`config.mk`:
```
export PLATFORM = sky130hd
export DESIGN_NAME = rst_seq_ctrl
export DESIGN_NICKNAME = d
export VERILOG_FILES = /design/src/rtl/rst_seq_pkg.sv /design/src/rtl/rst_wdog.sv /design/src/rtl/rst_cause_collect.sv /design/src/rtl/rst_seq_fsm.sv /design/src/rtl/rst_seq_ctrl.sv
export SDC_FILE = /design/constraint.sdc
export NUM_CORES = 1
export LEC_CHECK = 0
export ABC_AREA = 1
export BUFFER_PORTS_ARGS = -buffer_cell sky130_fd_sc_hd__buf_2
export CAP_MARGIN = 20
export CORE_UTILIZATION = 40
export DETAILED_ROUTE_END_ITERATION = 7
export PLACE_DENSITY = 0.56
export RECOVER_POWER = 50
export REMOVE_ABC_BUFFERS = 1
export SYNTH_ARGS = -nofsm -noshare
export SYNTH_HDL_FRONTEND = slang
export SYNTH_SLANG_ARGS = --single-unit
```
`constraint.sdc`:
```
create_clock -name clk -period 2.7 [get_ports clk]
set_clock_uncertainty 0.2 [all_clocks]
set_input_delay 0.135 -clock clk [delete_from_list [all_inputs] [get_ports clk]]
set_output_delay 0.135 -clock clk [all_outputs]
set_load 0.01 [all_outputs]
```
`src/rtl/rst_seq_pkg.sv`:
```
package rst_seq_pkg;
  typedef enum logic [1:0] {
    SQ_RUN  = 2'd0,
    SQ_LOWV = 2'd1,
    SQ_OSC  = 2'd2,
    SQ_PIN  = 2'd3
  } seq_state_e;

  localparam int FLAG_N = 5;
  localparam int F_POR  = 0;
  localparam int F_LVI  = 1;
  localparam int F_COP  = 2;
  localparam int F_ILOP = 3;
  localparam int F_ILAD = 4;
endpackage

```
`src/rtl/rst_wdog.sv`:
```
module rst_wdog #(
  parameter int WDOG_W = 10
) (
  input  logic clk,
  input  logic hold,
  input  logic kick,
  output logic ovf
);
  localparam logic [WDOG_W-1:0] TOP = '1;

  logic [WDOG_W-1:0] cnt;

  always_ff @(posedge clk) begin
    if (hold || kick) cnt <= '0;
    else              cnt <= cnt + 1'b1;
  end

  assign ovf = !hold && !kick && (cnt == TOP);
endmodule

```
`src/rtl/rst_cause_collect.sv`:
```
module rst_cause_collect
  import rst_seq_pkg::*;
(
  input  logic              clk,
  input  logic              por_req,
  input  logic              lowv_flag,
  input  logic              clk_on,
  input  logic              cop_ovf,
  input  logic              illegal_op,
  input  logic              stop_dec,
  input  logic              stop_en,
  input  logic              fetch_unmapped,
  input  logic              fetch_is_opcode,
  input  logic              stat_rd,
  output logic              int_req,
  output logic [FLAG_N-1:0] stat_q
);
  logic [FLAG_N-1:0] set_vec;

  always_comb begin
    set_vec         = '0;
    set_vec[F_LVI]  = lowv_flag;
    set_vec[F_COP]  = cop_ovf;
    set_vec[F_ILOP] = clk_on && (illegal_op || (stop_dec && !stop_en));
    set_vec[F_ILAD] = clk_on && fetch_unmapped && fetch_is_opcode;
  end

  assign int_req = set_vec[F_COP] | set_vec[F_ILOP] | set_vec[F_ILAD];

  for (genvar i = 0; i < FLAG_N; i++) begin : g_flag
    always_ff @(posedge clk) begin
      if (por_req)         stat_q[i] <= (i == F_POR);
      else if (set_vec[i]) stat_q[i] <= 1'b1;
      else if (stat_rd)    stat_q[i] <= 1'b0;
    end
  end
endmodule

```
`src/rtl/rst_seq_fsm.sv`:
```
module rst_seq_fsm
  import rst_seq_pkg::*;
#(
  parameter int OSC_CYC = 4096,
  parameter int PIN_CYC = 32
) (
  input  logic clk,
  input  logic por_req,
  input  logic lowv_flag,
  input  logic int_req,
  output logic clk_en,
  output logic rst_pin_n
);
  localparam int MAXC  = (OSC_CYC > PIN_CYC) ? OSC_CYC : PIN_CYC;
  localparam int CNT_W = (MAXC > 2) ? $clog2(MAXC) : 1;
  localparam logic [CNT_W-1:0] OSC_LAST = CNT_W'(OSC_CYC - 1);
  localparam logic [CNT_W-1:0] PIN_LAST = CNT_W'(PIN_CYC - 1);

  seq_state_e       st, st_n;
  logic [CNT_W-1:0] cnt, cnt_n;

  always_comb begin
    st_n  = st;
    cnt_n = cnt;
    if (lowv_flag) begin
      st_n  = SQ_LOWV;
      cnt_n = '0;
    end else begin
      unique case (st)
        SQ_LOWV: begin
          st_n  = SQ_OSC;
          cnt_n = '0;
        end
        SQ_OSC: begin
          if (cnt == OSC_LAST) begin
            st_n  = SQ_PIN;
            cnt_n = '0;
          end else begin
            cnt_n = cnt + 1'b1;
          end
        end
        SQ_PIN: begin
          if (int_req) begin
            cnt_n = '0;
          end else if (cnt == PIN_LAST) begin
            st_n  = SQ_RUN;
            cnt_n = '0;
          end else begin
            cnt_n = cnt + 1'b1;
          end
        end
        default: begin
          if (int_req) begin
            st_n  = SQ_PIN;
            cnt_n = '0;
          end
        end
      endcase
    end
  end

  always_ff @(posedge clk) begin
    if (por_req) begin
      st        <= SQ_OSC;
      cnt       <= '0;
      clk_en    <= 1'b0;
      rst_pin_n <= 1'b0;
    end else begin
      st        <= st_n;
      cnt       <= cnt_n;
      clk_en    <= (st_n == SQ_RUN) || (st_n == SQ_PIN);
      rst_pin_n <= (st_n == SQ_RUN);
    end
  end
endmodule

```
`src/rtl/rst_seq_ctrl.sv`:
```
module rst_seq_ctrl
  import rst_seq_pkg::*;
#(
  parameter int OSC_CYC = 4096,
  parameter int PIN_CYC = 32,
  parameter int WDOG_W  = 10
) (
  input  logic              clk,
  input  logic              por_req,
  input  logic              lowv_flag,
  input  logic              wdog_kick,
  input  logic              illegal_op,
  input  logic              stop_dec,
  input  logic              stop_en,
  input  logic              fetch_unmapped,
  input  logic              fetch_is_opcode,
  input  logic              stat_rd,
  output logic [FLAG_N-1:0] stat_q,
  output logic              clk_en,
  output logic              rst_pin_n
);
  logic cop_ovf;
  logic int_req;
  logic wd_hold;

  assign wd_hold = por_req || !rst_pin_n;

  rst_wdog #(.WDOG_W(WDOG_W)) u_wdog (
    .clk  (clk),
    .hold (wd_hold),
    .kick (wdog_kick),
    .ovf  (cop_ovf)
  );

  rst_cause_collect u_cause (
    .clk             (clk),
    .por_req         (por_req),
    .lowv_flag       (lowv_flag),
    .clk_on          (clk_en),
    .cop_ovf         (cop_ovf),
    .illegal_op      (illegal_op),
    .stop_dec        (stop_dec),
    .stop_en         (stop_en),
    .fetch_unmapped  (fetch_unmapped),
    .fetch_is_opcode (fetch_is_opcode),
    .stat_rd         (stat_rd),
    .int_req         (int_req),
    .stat_q          (stat_q)
  );

  rst_seq_fsm #(.OSC_CYC(OSC_CYC), .PIN_CYC(PIN_CYC)) u_fsm (
    .clk       (clk),
    .por_req   (por_req),
    .lowv_flag (lowv_flag),
    .int_req   (int_req),
    .clk_en    (clk_en),
    .rst_pin_n (rst_pin_n)
  );
endmodule

```
==> results.cfg <==
[timing]
worst_pin_slew_ns = 0.494
fin_ws_ns = 0.529
finalCritPeriodShare_pct = 80.4
slew_violations = 0
slew_headroom_pct = 67.0
rsz0062_at_grt = false
period_minus_slack_ns = 2.17
setup_viol = 0
finalHoldViolCount = 0
fmax_mhz = 461
tns_ns = 0

[routing]
final_antenna_net_count = 0
dr.first_iter.drc_count = 73
viasPerCell = 4.75
drt-total-wl_um = 3910
drc_errors = 0
wl_per_cell_um = 10.8
dr.pass1.iters = 4
via_count = 1721

[clocking]
clockBufferDepth = 2
clock_latency_ns = 0.28
path_clk_slew_ns = 0.07
cts_buffers = 5
cts_htree_levels = 2
cts_tree = built
clkSinkCount = 31
cts-root-buf = clkbuf_8

[placed_design]
pre_cts_slack_ns = 0.696
dp.cells = 349
placed_area_mm2 = 0.00203
io_buffers = 16
dp_hpwl_um = 2910
place_congestion = 0.881

[logic_synthesis]
synth_seq_cells = 31
synthMuxAreaShare_pct = 0
synth_fa_ha_area_share_pct = 1.95
yosysMostFrequentCell = nand2_1
synth_edf_count = 0
synth.cell_area_mm2 = 0.00192
yosys.area_share.simple_pct = 45.3
synth_warnings = 0
ys_seq_area_share_pct = 32.3
synth_top_family_by_area = simple AND/OR/NAND/NOR gates
synthFlopType = dfxtp_1
post_synth_xor_area_fraction_pct = 1.82
netlist_top_cells_count = nand2_1, inv_1, nand3_1
synthArstFlopShare_pct = 0
synth.area.top_cells = dfxtp_1, nand2_1, nand3_1
synth_top_area_share_pct = 32.3
syn_area_per_cell_um2 = 6.74
ys_types = 30
synthCells = 285
yosysTopAreaCell = dfxtp_1
synth_compound_area_share_pct = 4.89

[status]
status = complete, no violations

[worst_setup_path]
critPathMaxFanout = 11
critPathKind = primary input to flop
crit_path_end_kind = flop
worstPathRequired_ns = 2.72
startpoint_type = primary input
r2r-start = u_wdog.cnt[0]$_SDFF_PN0_
max_stage_delay_ns = 0.53
path_cells = dlygate4sd3_1, buf_2, inv_6, nand3b_1, nor2_4, nand2_4, nand3_4, nand3_2, ha_1, nor2_1
arrival_ns = 2.19
crit_family = simple AND/OR/NAND/NOR gates
slowest_stage = dlygate4sd3_1
crit_start = por_req
worst-path-buf-inv = 3

[final_layout]
stdcell_count = 362
final_layout_size_suffix_gt1_share_pct = 15.5
fin_area_mm2 = 0.00214
nets = 322
syn2layout_area_growth_pct = 11.5
final_util_pct = 47.9
insertedDiodeCount = 0

[global_routing]
grt_max_degree = 20
antenna_found_initial = 0
gr-usage-all-layers_pct = 18.2
grt_pass1_wl_um = 7210
grt_pass1_vias = 1659
overflow = 0

[die]
coreArea_mm2 = 0.00447
io_pins = 17
die_w_um = 71.3
start_util_pct = 42.9
fp.dieArea_mm2 = 0.00508
rows = 24
die_y_um = 71.3

[power]
p_leak_nw = 1.02
switching_share_pct = 27.2
p_seq_share_pct = 50.4
p_switching_w = 0.000257
peakVddDrop_v = 0.000217
intPower_w = 0.000689
power_frac_comb_pct = 12.1
p_per_area_mw_per_mm2 = 442
p_clk_share_pct = 37.6

[job]
cap_viol_max_count = 0

[hold_path]
hold_class = primary input to flop
holdCritStartpoint = illegal_op
## sequential cells by signal (all words and copies together) (netlist names)
signal,count
u_cause.stat_q,5
u_wdog.cnt,10
u_fsm.cnt,12
u_fsm.rst_pin_n,1
u_fsm.st,2
u_fsm.clk_en,1
## area by class of cell
| cell class | count | area, um^2 |
|---|---|---|
| clock buffer | 6 | 72.6 |
| fill | 472 | 2330 |
| sequential | 31 | 621 |
| multi-input combinational | 193 | 1020 |
| timing repair buffer | 23 | 136 |
| tap | 52 | 65.1 |
| inverter | 55 | 211 |
| clock inverter | 2 | 12.5 |
## repair_timing
item | CTS | global route
endpoints found under the setup margin | 0 | 0
buffers inserted | 0 | 0
resized for setup | 0 | 0
hold buffers | 5 | 0
endpoints found under the hold margin | 9 | 0
## worst min-delay path, stage by stage
cell and delay, ns:
buf_2 0.10, inv_1 0.04, nand2_1 0.07, nand2_1 0.11, a21oi_1 0.07
## cells by family (layout without fill, tap and decap cells)
family	count (synthesis)	in the layout
xor gates and xnor gates	4	4
adders and majority gates	3	3
DFF	31	31
buffers and inverters	61	86
and+or+nand+nor	169	169
AOI/OAI and AO/OA	17	17
## cell usage in the layout, fill, tap and decap left out, types with 4 or more instances in the layout
cell type / synthesis / layout
a21oi_1: 14 / 14
buf_2: 3 / 9
clkbuf_1: 0 / 8
clkbuf_8: 0 / 5
dfxtp_1: 31 / 31
dlygate4sd3_1: 0 / 5
inv_1: 51 / 51
nand2_1: 64 / 64
nand2_2: 6 / 6
nand3_1: 41 / 41
nand3_2: 7 / 7
nor2_1: 25 / 25
nor2_2: 4 / 4
nor3_1: 8 / 8
xor2_1: 4 / 4
## through the flow
step / power, W / hold WS [ns]
2_1_floorplan: 0.000563 / 0.00169
3_3_place_gp: 0.000600 / 0.225
3_5_place_dp: 0.000600 / 0.237
4_1_cts: 0.000970 / 0.0296
5_1_grt: 0.00100 / 0.0853
6_report: 0.000947 / 0.0809
## final timing paths
check | endpoint | slack (ns) | cells past startpoint
min reg2reg | u_wdog.cnt[0]$_SDFF_PN0_ | 0.25 | 1
max reg2reg | u_fsm.clk_en$_SDFF_PP0_ | 0.69 | 12
max | u_fsm.clk_en$_SDFF_PP0_ | 0.53 | 10
min | u_cause.stat_q[3]$_SDFFE_PP0P_ | 0.08 | 5
## per-layer routing
metal | vias up | share of wire (%) | global-route usage [%]
li1 | 936 | - | -
met1 | 743 | 50 | 23.4
met2 | 36 | 45 | 29.2
met3 | 6 | 3.7 | 4.22
met4 | 0 | 1.5 | 7.78
met5 | - | 0 | 0
## power groups by stage
stage,clock [W],sequential (W),combinational [W]
after global placement,0,0.000487,0.000112
after floorplan,0,0.000489,0.0000732
after detailed placement,0,0.000487,0.000113
final,0.000356,0.000477,0.000114
after CTS,0.000374,0.000477,0.000118
after global routing,0.000396,0.000478,0.000127
Note: power is estimated with default switching activity, not from simulation.
